$ cat src/rtl/fti_pkg.sv
package fti_pkg;
  localparam int AW      = 4;
  localparam int NIRQ    = 5;

  localparam logic [AW-1:0] A_DATA  = 4'h0;
  localparam logic [AW-1:0] A_TXTHR = 4'h1;
  localparam logic [AW-1:0] A_RXTHR = 4'h2;
  localparam logic [AW-1:0] A_TXLVL = 4'h3;
  localparam logic [AW-1:0] A_RXLVL = 4'h4;
  localparam logic [AW-1:0] A_MASK  = 4'h5;
  localparam logic [AW-1:0] A_RAW   = 4'h6;
  localparam logic [AW-1:0] A_STAT  = 4'h7;
  localparam logic [AW-1:0] A_CLR   = 4'h8;

  localparam int B_TXE = 0;
  localparam int B_TXO = 1;
  localparam int B_RXU = 2;
  localparam int B_RXO = 3;
  localparam int B_RXF = 4;
endpackage

$ cat src/rtl/fti_level_ctr.sv
module fti_level_ctr #(
  parameter int DEPTH = 8,
  localparam int LW = $clog2(DEPTH + 1)
) (
  input  logic          clk_i,
  input  logic          rst_ni,
  input  logic          flush_i,
  input  logic          push_i,
  input  logic          pop_i,
  output logic [LW-1:0] lvl_o,
  output logic          push_ok_o,
  output logic          push_rej_o,
  output logic          pop_ok_o,
  output logic          pop_rej_o
);
  logic full, empty;

  assign full       = (lvl_o == LW'(DEPTH));
  assign empty      = (lvl_o == '0);
  assign push_ok_o  = push_i & ~full;
  assign push_rej_o = push_i & full;
  assign pop_ok_o   = pop_i & ~empty;
  assign pop_rej_o  = pop_i & empty;

  always_ff @(posedge clk_i or negedge rst_ni) begin
    if (!rst_ni)      lvl_o <= '0;
    else if (flush_i) lvl_o <= '0;
    else              lvl_o <= lvl_o + LW'(push_ok_o) - LW'(pop_ok_o);
  end

  a_r2_lvl_bound: assert property (@(posedge clk_i) disable iff (!rst_ni)
    lvl_o <= LW'(DEPTH));
  a_r2_full_hold: assert property (@(posedge clk_i) disable iff (!rst_ni)
    (full && push_i && !pop_i && !flush_i) |=> $stable(lvl_o));
  a_r2_empty_hold: assert property (@(posedge clk_i) disable iff (!rst_ni)
    (empty && pop_i && !push_i) |=> (lvl_o == '0));
endmodule

$ cat src/rtl/fti_sticky.sv
module fti_sticky (
  input  logic clk_i,
  input  logic rst_ni,
  input  logic set_i,
  input  logic clr_i,
  output logic q_o
);
  // set wins over a coincident clear
  always_ff @(posedge clk_i or negedge rst_ni) begin
    if (!rst_ni) q_o <= 1'b0;
    else         q_o <= set_i | (q_o & ~clr_i);
  end

  a_r8_sticky: assert property (@(posedge clk_i) disable iff (!rst_ni)
    (q_o && !clr_i) |=> q_o);
  a_r8_set: assert property (@(posedge clk_i) disable iff (!rst_ni)
    set_i |=> q_o);
endmodule

$ cat src/rtl/fti_thr_reg.sv
module fti_thr_reg #(
  parameter int DEPTH = 8,
  parameter int DW    = 32,
  localparam int TW   = $clog2(DEPTH)
) (
  input  logic          clk_i,
  input  logic          rst_ni,
  input  logic          wr_i,
  input  logic [DW-1:0] wdata_i,
  output logic [TW-1:0] q_o
);
  logic in_range;
  assign in_range = (wdata_i < DW'(DEPTH));

  always_ff @(posedge clk_i or negedge rst_ni) begin
    if (!rst_ni)                q_o <= '0;
    else if (wr_i && in_range)  q_o <= wdata_i[TW-1:0];
  end

  a_r9_keep: assert property (@(posedge clk_i) disable iff (!rst_ni)
    (wr_i && !in_range) |=> $stable(q_o));
  a_r9_range: assert property (@(posedge clk_i) disable iff (!rst_ni)
    DW'(q_o) < DW'(DEPTH));
endmodule

$ cat src/rtl/fifo_irq_unit.sv
module fifo_irq_unit
  import fti_pkg::*;
#(
  parameter int DEPTH = 8,
  parameter int DW    = 32
) (
  input  logic          clk_i,
  input  logic          rst_ni,
  input  logic          en_i,
  input  logic          reg_wr_i,
  input  logic          reg_rd_i,
  input  logic [AW-1:0] reg_addr_i,
  input  logic [DW-1:0] reg_wdata_i,
  output logic [DW-1:0] reg_rdata_o,
  input  logic          tx_pop_i,
  input  logic          rx_push_i,
  output logic          tx_push_o,
  output logic          rx_pop_o,
  output logic          irq_o
);
  localparam int LW = $clog2(DEPTH + 1);
  localparam int TW = $clog2(DEPTH);
  localparam int NERR = 3;

  logic [LW-1:0]   tx_lvl, rx_lvl;
  logic [TW-1:0]   tx_thr, rx_thr;
  logic [NIRQ-1:0] mask_q, raw, stat;
  logic            data_wr, data_rd, clr_rd, err_clr;
  logic            tx_rej, tx_pop_rej, rx_push_rej, rx_pop_rej;
  logic [NERR-1:0] err_set, err_q;

  assign data_wr = reg_wr_i & en_i & (reg_addr_i == A_DATA);
  assign data_rd = reg_rd_i & en_i & (reg_addr_i == A_DATA);
  assign clr_rd  = reg_rd_i & (reg_addr_i == A_CLR);
  assign err_clr = clr_rd | ~en_i;

  fti_level_ctr #(.DEPTH(DEPTH)) u_tx_ctr (
    .clk_i, .rst_ni, .flush_i(~en_i),
    .push_i(data_wr), .pop_i(tx_pop_i & en_i),
    .lvl_o(tx_lvl), .push_ok_o(tx_push_o), .push_rej_o(tx_rej),
    .pop_ok_o(), .pop_rej_o(tx_pop_rej));

  fti_level_ctr #(.DEPTH(DEPTH)) u_rx_ctr (
    .clk_i, .rst_ni, .flush_i(~en_i),
    .push_i(rx_push_i & en_i), .pop_i(data_rd),
    .lvl_o(rx_lvl), .push_ok_o(), .push_rej_o(rx_push_rej),
    .pop_ok_o(rx_pop_o), .pop_rej_o(rx_pop_rej));

  fti_thr_reg #(.DEPTH(DEPTH), .DW(DW)) u_tx_thr (
    .clk_i, .rst_ni, .wr_i(reg_wr_i && reg_addr_i == A_TXTHR),
    .wdata_i(reg_wdata_i), .q_o(tx_thr));

  fti_thr_reg #(.DEPTH(DEPTH), .DW(DW)) u_rx_thr (
    .clk_i, .rst_ni, .wr_i(reg_wr_i && reg_addr_i == A_RXTHR),
    .wdata_i(reg_wdata_i), .q_o(rx_thr));

  // error sources in raw-bit order B_TXO..B_RXO
  assign err_set = {rx_push_rej, rx_pop_rej, tx_rej};

  for (genvar g = 0; g < NERR; g++) begin : g_err
    fti_sticky u_flag (
      .clk_i, .rst_ni, .set_i(err_set[g]), .clr_i(err_clr), .q_o(err_q[g]));
  end

  always_ff @(posedge clk_i or negedge rst_ni) begin
    if (!rst_ni)                              mask_q <= '0;
    else if (reg_wr_i && reg_addr_i == A_MASK) mask_q <= reg_wdata_i[NIRQ-1:0];
  end

  always_comb begin
    raw        = '0;
    raw[B_TXE] = (tx_lvl <= LW'(tx_thr));
    raw[B_RXF] = (rx_lvl > LW'(rx_thr));
    raw[B_RXO:B_TXO] = err_q;
  end

  assign stat  = raw & mask_q;
  assign irq_o = |stat;

  always_comb begin
    reg_rdata_o = '0;
    unique case (reg_addr_i)
      A_TXTHR: reg_rdata_o = DW'(tx_thr);
      A_RXTHR: reg_rdata_o = DW'(rx_thr);
      A_TXLVL: reg_rdata_o = DW'(tx_lvl);
      A_RXLVL: reg_rdata_o = DW'(rx_lvl);
      A_MASK:  reg_rdata_o = DW'(mask_q);
      A_RAW:   reg_rdata_o = DW'(raw);
      A_STAT:  reg_rdata_o = DW'(stat);
      A_CLR:   reg_rdata_o = DW'({err_q, 1'b0});
      default: reg_rdata_o = '0;
    endcase
  end

  a_r10_masked_off: assert property (@(posedge clk_i) disable iff (!rst_ni)
    (mask_q == '0) |-> !irq_o);
  a_r5_ovf: assert property (@(posedge clk_i) disable iff (!rst_ni)
    (data_wr && tx_lvl == LW'(DEPTH)) |=> raw[B_TXO]);
  a_r7_ovf: assert property (@(posedge clk_i) disable iff (!rst_ni)
    (en_i && rx_push_i && rx_lvl == LW'(DEPTH)) |=> raw[B_RXO]);
  a_r11_flush: assert property (@(posedge clk_i) disable iff (!rst_ni)
    !en_i |=> (tx_lvl == '0 && rx_lvl == '0));
  a_r8_clear: assert property (@(posedge clk_i) disable iff (!rst_ni)
    (err_clr && err_set == '0) |=> (err_q == '0));
endmodule

$ cat config.mk
export PLATFORM = sky130hd
export DESIGN_NAME = fifo_irq_unit
export DESIGN_NICKNAME = d
export VERILOG_FILES = /design/src/rtl/fti_pkg.sv /design/src/rtl/fti_level_ctr.sv /design/src/rtl/fti_sticky.sv /design/src/rtl/fti_thr_reg.sv /design/src/rtl/fifo_irq_unit.sv
export SDC_FILE = /design/constraint.sdc
export NUM_CORES = 1
export LEC_CHECK = 0
export BUFFER_PORTS_ARGS = -buffer_cell sky130_fd_sc_hd__clkbuf_2
export CORE_MARGIN = 10
export CORE_UTILIZATION = 40
export CTS_CLUSTER_SIZE = 30
export DETAILED_ROUTE_END_ITERATION = 7
export PLACE_DENSITY = 0.8
export SYNTH_ARGS = -nofsm -noshare
export SYNTH_HDL_FRONTEND = slang
export SYNTH_SLANG_ARGS = --single-unit
$ cat constraint.sdc
create_clock -name clk_i -period 2 [get_ports clk_i]
set_input_delay 0.1 -clock clk_i [delete_from_list [all_inputs] [get_ports clk_i]]
set_output_delay 0.1 -clock clk_i [all_outputs]
set_load 0.005 [all_outputs]
Word-level counts from Yosys, hierarchy flattened:

Index checks and enable logic that the tools add are counted.

* bits in registers: 22
* bits in latches: 0
* bits in writable memories: 0
* memory bits (read-only): 0
* input bits: 43
* output and inout port bits: 35
* logic and storage cells: 65
* memories: 0

* add/sub/neg operators: 4
* $mul: 0
* div/mod/pow operators: 0
* $lt $le $gt $ge: 3
* eq/ne operators: 10
* shifts and indexed selects: 0
* multiplexer cells: 3
* bitwise logic cells: 28
* reduce and logical (&&, ||, !) cells: 9

Operators by type and width (number)
* case mux 5 bit (8 select lines): 1
* < comparator 32 x 4 -> 1 bit, second input constant: 1
* AND 1 bit: 17
* == test 4 x 3 -> 1 bit, second input constant: 4
* == test 4 bit, second input constant: 3
* logical NOT 4 bit: 3
* adder 4 x 1 -> 4 bit: 2
* == test 4 x 2 -> 1 bit, second input constant: 2
* 2-to-1 mux 4 bit: 2
* subtractor 4 x 1 -> 4 bit: 2
* inverter 1 bit: 6
* AND 5 bit: 1
* logical AND 1 bit: 5
* OR reduction 5 bit: 1
* == test 4 x 1 -> 1 bit, second input constant: 1
* > comparator 4 x 3 -> 1 bit: 1
* less-or-equal comparator 4 x 3 -> 1 bit: 1
* OR 1 bit: 4

Longest topological paths before layout:

* depth after elaboration: 6
* mapped depth: 12
* mapped depth without buffers: 10

By module:

A second synthesis with hierarchy kept.

* cells, all modules: 240
* area, all modules: 2123.3 um2

By module, submodules not included
* fifo_irq_unit: instances 1, cells an instance 131, area each 1018.5 um2, seq. area each 125.1 um2
* fti_level_ctr: instances 2, cells an instance 33, area each 314.1 um2, seq. area each 100.1 um2
* fti_thr_reg: instances 2, cells an instance 17, area each 183.9 um2, seq. area each 75.1 um2
* fti_sticky: instances 3, cells an instance 3, area each 36.3 um2, seq. area each 25.0 um2

Worst setup path after synthesis:

Ideal clock, no wire load.

* kind: in2reg
* start point: input reg_addr_i[0]
* end point: register u_rx_ctr.lvl_o[2]
* setup time: 119 ps
* data arrival time: 1994 ps
* data required time: 1881 ps
* slack: -113 ps
* cell stages on the path: 11
* path buffers: 2
* cell sequence: buf_2 > clkbuf_1 > nor2_1 > nand4_1 > a21oi_1 > ha_1 > inv_1 > ha_1 > fa_1 > xor2_1 > and2_1

* longest elaborated chain between the ends: 5

Ends and longest elaborated chain
* start: declaration: line fifo_irq_unit.sv:12 `input logic [AW-1:0] reg_addr_i,`
* logical NOT 4 bit: line fifo_irq_unit.sv:33 `assign data_rd = reg_rd_i & en_i & (reg_addr_i == A_DATA);`
* AND 1 bit: line fifo_irq_unit.sv:33
* AND 1 bit: line fti_level_ctr.sv:22 `assign pop_ok_o = pop_i & ~empty;`
* named net rx_pop_o: line fifo_irq_unit.sv:18 `output logic rx_pop_o,`
* subtractor 4 x 1 -> 4 bit: line fti_level_ctr.sv:28 `else lvl_o <= lvl_o + LW'(push_ok_o) - LW'(pop_ok_o);`
* 2-to-1 mux 4 bit: line fti_level_ctr.sv:27 `else if (flush_i) lvl_o <= '0;`
* end signal: assignment: line fti_level_ctr.sv:28
* end: declaration: line fti_level_ctr.sv:10 `output logic [LW-1:0] lvl_o,`

The timed path passes the listed nets, and every way through them passes these cells.
A chain may end at the register's enable or synchronous reset.

Worst setup path after layout:

* start point: register u_rx_ctr.lvl_o[2]
* end point: register u_rx_ctr.lvl_o[2]

* longest elaborated chain between the ends: 6
* elaborated cells on any way between the ends: 9
* those cells by class: add/sub: 2; eq/ne: 1; mux: 1; bitwise: 4; reduce/logical: 1

Ends and longest elaborated chain
* == test 4 bit: line fti_level_ctr.sv:18 `assign full = (lvl_o == LW'(DEPTH));`
* inverter 1 bit: line fti_level_ctr.sv:20 `assign push_ok_o = push_i & ~full;`
* AND 1 bit: line fti_level_ctr.sv:20
* adder 4 x 1 -> 4 bit: line fti_level_ctr.sv:28
* subtractor 4 x 1 -> 4 bit *: line fti_level_ctr.sv:28
* 2-to-1 mux 4 bit *: line fti_level_ctr.sv:27

Every way passes the cells marked *; elsewhere a longest branch is shown, timed or not.

==> impl_results.md <==
* Status: finished, final reports clean
* WL final at 5370 µm
* IO Pins at 78
* CP most frequent cell: ha_4
* Worst-path clk slew at 0.08 ns
* Fmax at 515 MHz
* Post-route minimum period at 1.94 ns
* Inserted Diodes at 0
* Worst Setup Slack, final at 0.0565 ns
* Seq/Total Area, Yosys at 29.0%
* H-tree level count at 1
* Mux cell area share after synthesis at 6.46%
* Avg Cell Area, Syn at 8.79 µm²
* Unique masters post-synth at 39
* Post-DRT Antenna Nets at 0
* Slowest stage cell, crit path: dfrtp_1
* Maxcap violations at 0
* Synth Instances at 216
* GRT Residual Overflow at 0
* Root buffer cell: clkbuf_8
* Number of synthesis warnings at 0
* Final TNS setup at 0 ns
* Fillers at 431
* Synth top area cells: dfrtp_1 (29%), ha_1 (12%), buf_4 (11%)
* CP endpoint kind: flop
* Mapped Area at 1900 µm²
* Slew headroom at 60.8%
* Hold/Removal Path Class: input port to flop
* First-pass iteration count of the detailed router at 4
* Die Ht at 88.9 µm
* Final core area utilization at 51.6%
* IO Port Bufs at 50
* Crit-path cells: inv_2 > ha_4 > a21oi_4 > ha_4 > inv_1 > ha_2 > fa_2 > xor2_1 > and2_1
* CTS tree: yes
* Clk Latency, worst-skew pair at 0.27 ns
* Post-synthesis adder-cell area fraction at 14.0%
* P&R area growth vs syn at 26.7%
* Fraction of layout cells with a size suffix above 1 at 38.3%
* Max incr delay on CP at 0.40 ns
* Post-synth top area share at 29.0%
* DR iter-0 viols at 112
* Max-slew violations at 0
* Final Hold Viols at 0
* Vias in the first global route at 1667
* Most frequent cells in the layout: clkbuf_2 (48), conb_1 (27), dfrtp_1 (22)
* Vias after detailed routing at 1723
* First-pass GRT wire length at 7880 µm
* Setup CP Type: flop to flop
* Routability Congestion at 0.842
* Row Count at 25
* Number of buffers created by CTS at 3
* Setup violators final at 0
* Starting Density at 40.7%
* Die Wd at 88.9 µm
* XOR/XNOR share of the synthesized area at 1.85%
* Clock skew at 0.00236 ns
* Worst R2R Setup Slack at 0.06 ns
* WL/cell at 16.0 µm
* RSZ-0062 raised after global routing: true
* Worst-Margin Slew at 0.588 ns
* CP max FO at 2
* Post-synthesis register bit count at 22
* # clock sinks at 22
* CTS max path bufs at 2
* Yosys top cell by area: dfrtp_1
* Post-DP HPWL at 4450 µm
* Vias per cell at 5.13
* Largest family of logic cells by synthesized area: simple AND/OR/NAND/NOR gates
* PwrDens at 727 nW/µm²
* DP Worst Slack at -0.0643 ns
* Post-synthesis compound-gate area fraction at 13.7%
* Total track usage at 12.4%
* Placed Cells at 328
* Leakage power at 1.19 nW
* Final period util at 97.2%
* Peak VDD IR at 0.278 mV
* Initial antenna violation count at 0
* DIE AREA at 7900 µm²
* Final net count at 346
* Total core area at 4660 µm²
* Simple-Gate Fraction of Synth Area at 18.7%
* Critical Path RT at 2.16 ns
* Non-filler cells, final at 336
* Most common cell after layout, fill and taps aside: clkbuf_2
* Residual DRC at 0
* Largest net degree at the start of global routing at 23
* Crit path DAT at 2.11 ns
* Critical Path Start Type: flop
==> critical path: cells and delay by family, from the launching register on <==
family / cells / cell delay [ns]
simple gates: 1 / 0.15
xor+xnor: 1 / 0.14
fa+ha+maj: 4 / 0.97
buf+inv: 2 / 0.12
compound gates: 1 / 0.06
flops: 1 / 0.40
==> path summary, 6_finish.rpt <==
check,startpoint,to,cells past startpoint
max in group asynchronous,rst_ni,g_err[1].u_flag.q_o$_DFF_PN0_,2
min in group asynchronous,rst_ni,u_rx_ctr.lvl_o[1]$_DFF_PN0_,2
hold / removal,reg_wdata_i[3],mask_q[3]$_DFFE_PN0P_,2
setup / recovery,u_rx_ctr.lvl_o[2]$_DFF_PN0_,u_rx_ctr.lvl_o[2]$_DFF_PN0_,9
hold reg to reg,g_err[0].u_flag.q_o$_DFF_PN0_,g_err[0].u_flag.q_o$_DFF_PN0_,2
setup reg to reg,u_rx_ctr.lvl_o[2]$_DFF_PN0_,u_rx_ctr.lvl_o[2]$_DFF_PN0_,9
==> routing by layer <==
layer  vias to the layer above  GRT usage [%]  wire [µm]
met2                        90           22.9       2620
met5                         -              0          0
met1                       804           13.9       1990
met4                         0           1.32         48
li1                        825              -          -
met3                         4           3.68        716
==> stage by stage <==
step | area (µm²) | hold slack [ns] | power (mW)
detailed placement | 2220 | 0.120 | 1.29
CTS | 2310 | 0.0887 | 1.66
global placement | 2220 | 0.114 | 1.25
finish | 2400 | 0.0829 | 1.75
floorplan | 2010 | -0.196 | 1.04
global route | 2400 | 0.0922 | 1.88
==> registers in the layout, summed over array words and instances (netlist names) <==
signal	count
u_tx_ctr.lvl_o	4
u_rx_thr.q_o	3
u_rx_ctr.lvl_o	4
g_err.u_flag.q_o	3
u_tx_thr.q_o	3
mask_q	5
==> cell families after synthesis <==
logic type,after synthesis
DFF,22
AOI/OAI and AO/OA,45
other,1
and+or+nand+nor,59
muxes,11
xor gates and xnor gates,4
buffers and inverters,54
adders and majority gates,20
==> cells in the mapped netlist (all sizes together) <==
library cell and instances:
a211oi 1, a21boi 1, a21o 2, a21oi 14
a221oi 1, a222oi 1, a22oi 2, a31oi 1
and2 8, and2b 1, buf 29, clkbuf 3
conb 1, dfrtp 22, fa 2, ha 18
inv 22, mux2 10, mux2i 1, nand2 20
nand2b 1, nand3 3, nand4 4, nor2 8
nor2b 3, nor4 8, nor4b 3, o2111ai 1
o211ai 1, o21ai 19, o221ai 1, xor2 4
==> final cells by class <==
cell class | instances | area (µm²) | share of cell area [%]
Clock buffer | 4 | 55.1 | 2.29
Inverter | 22 | 82.6 | 3.43
Timing Repair Buffer | 68 | 400 | 16.6
Tap cell | 54 | 67.6 | 2.81
Sequential cell | 22 | 551 | 22.9
Multi-Input combinational cell | 166 | 1250 | 51.9
==> power by group <==
group | internal [mW] | leakage (nW) | total, mW | switching, mW
Clock | 0.176 | 0.0288 | 0.329 | 0.154
Sequential | 0.516 | 0.284 | 0.575 | 0.0591
Combinational | 0.417 | 0.874 | 0.845 | 0.428
Total | 1.11 | 1.19 | 1.75 | 0.641
==> timing repair <==
item / in CTS / in global routing
pin swaps: 2 / 10
cloned: 0 / 0
resized for setup: 4 / 20
setup buffers: 2 / 1
endpoints found under the hold margin: 22 / 0
endpoints found under the setup margin: 5 / 9
hold buffers: 1 / 0
Note: power is estimated with default switching activity, not from simulation.
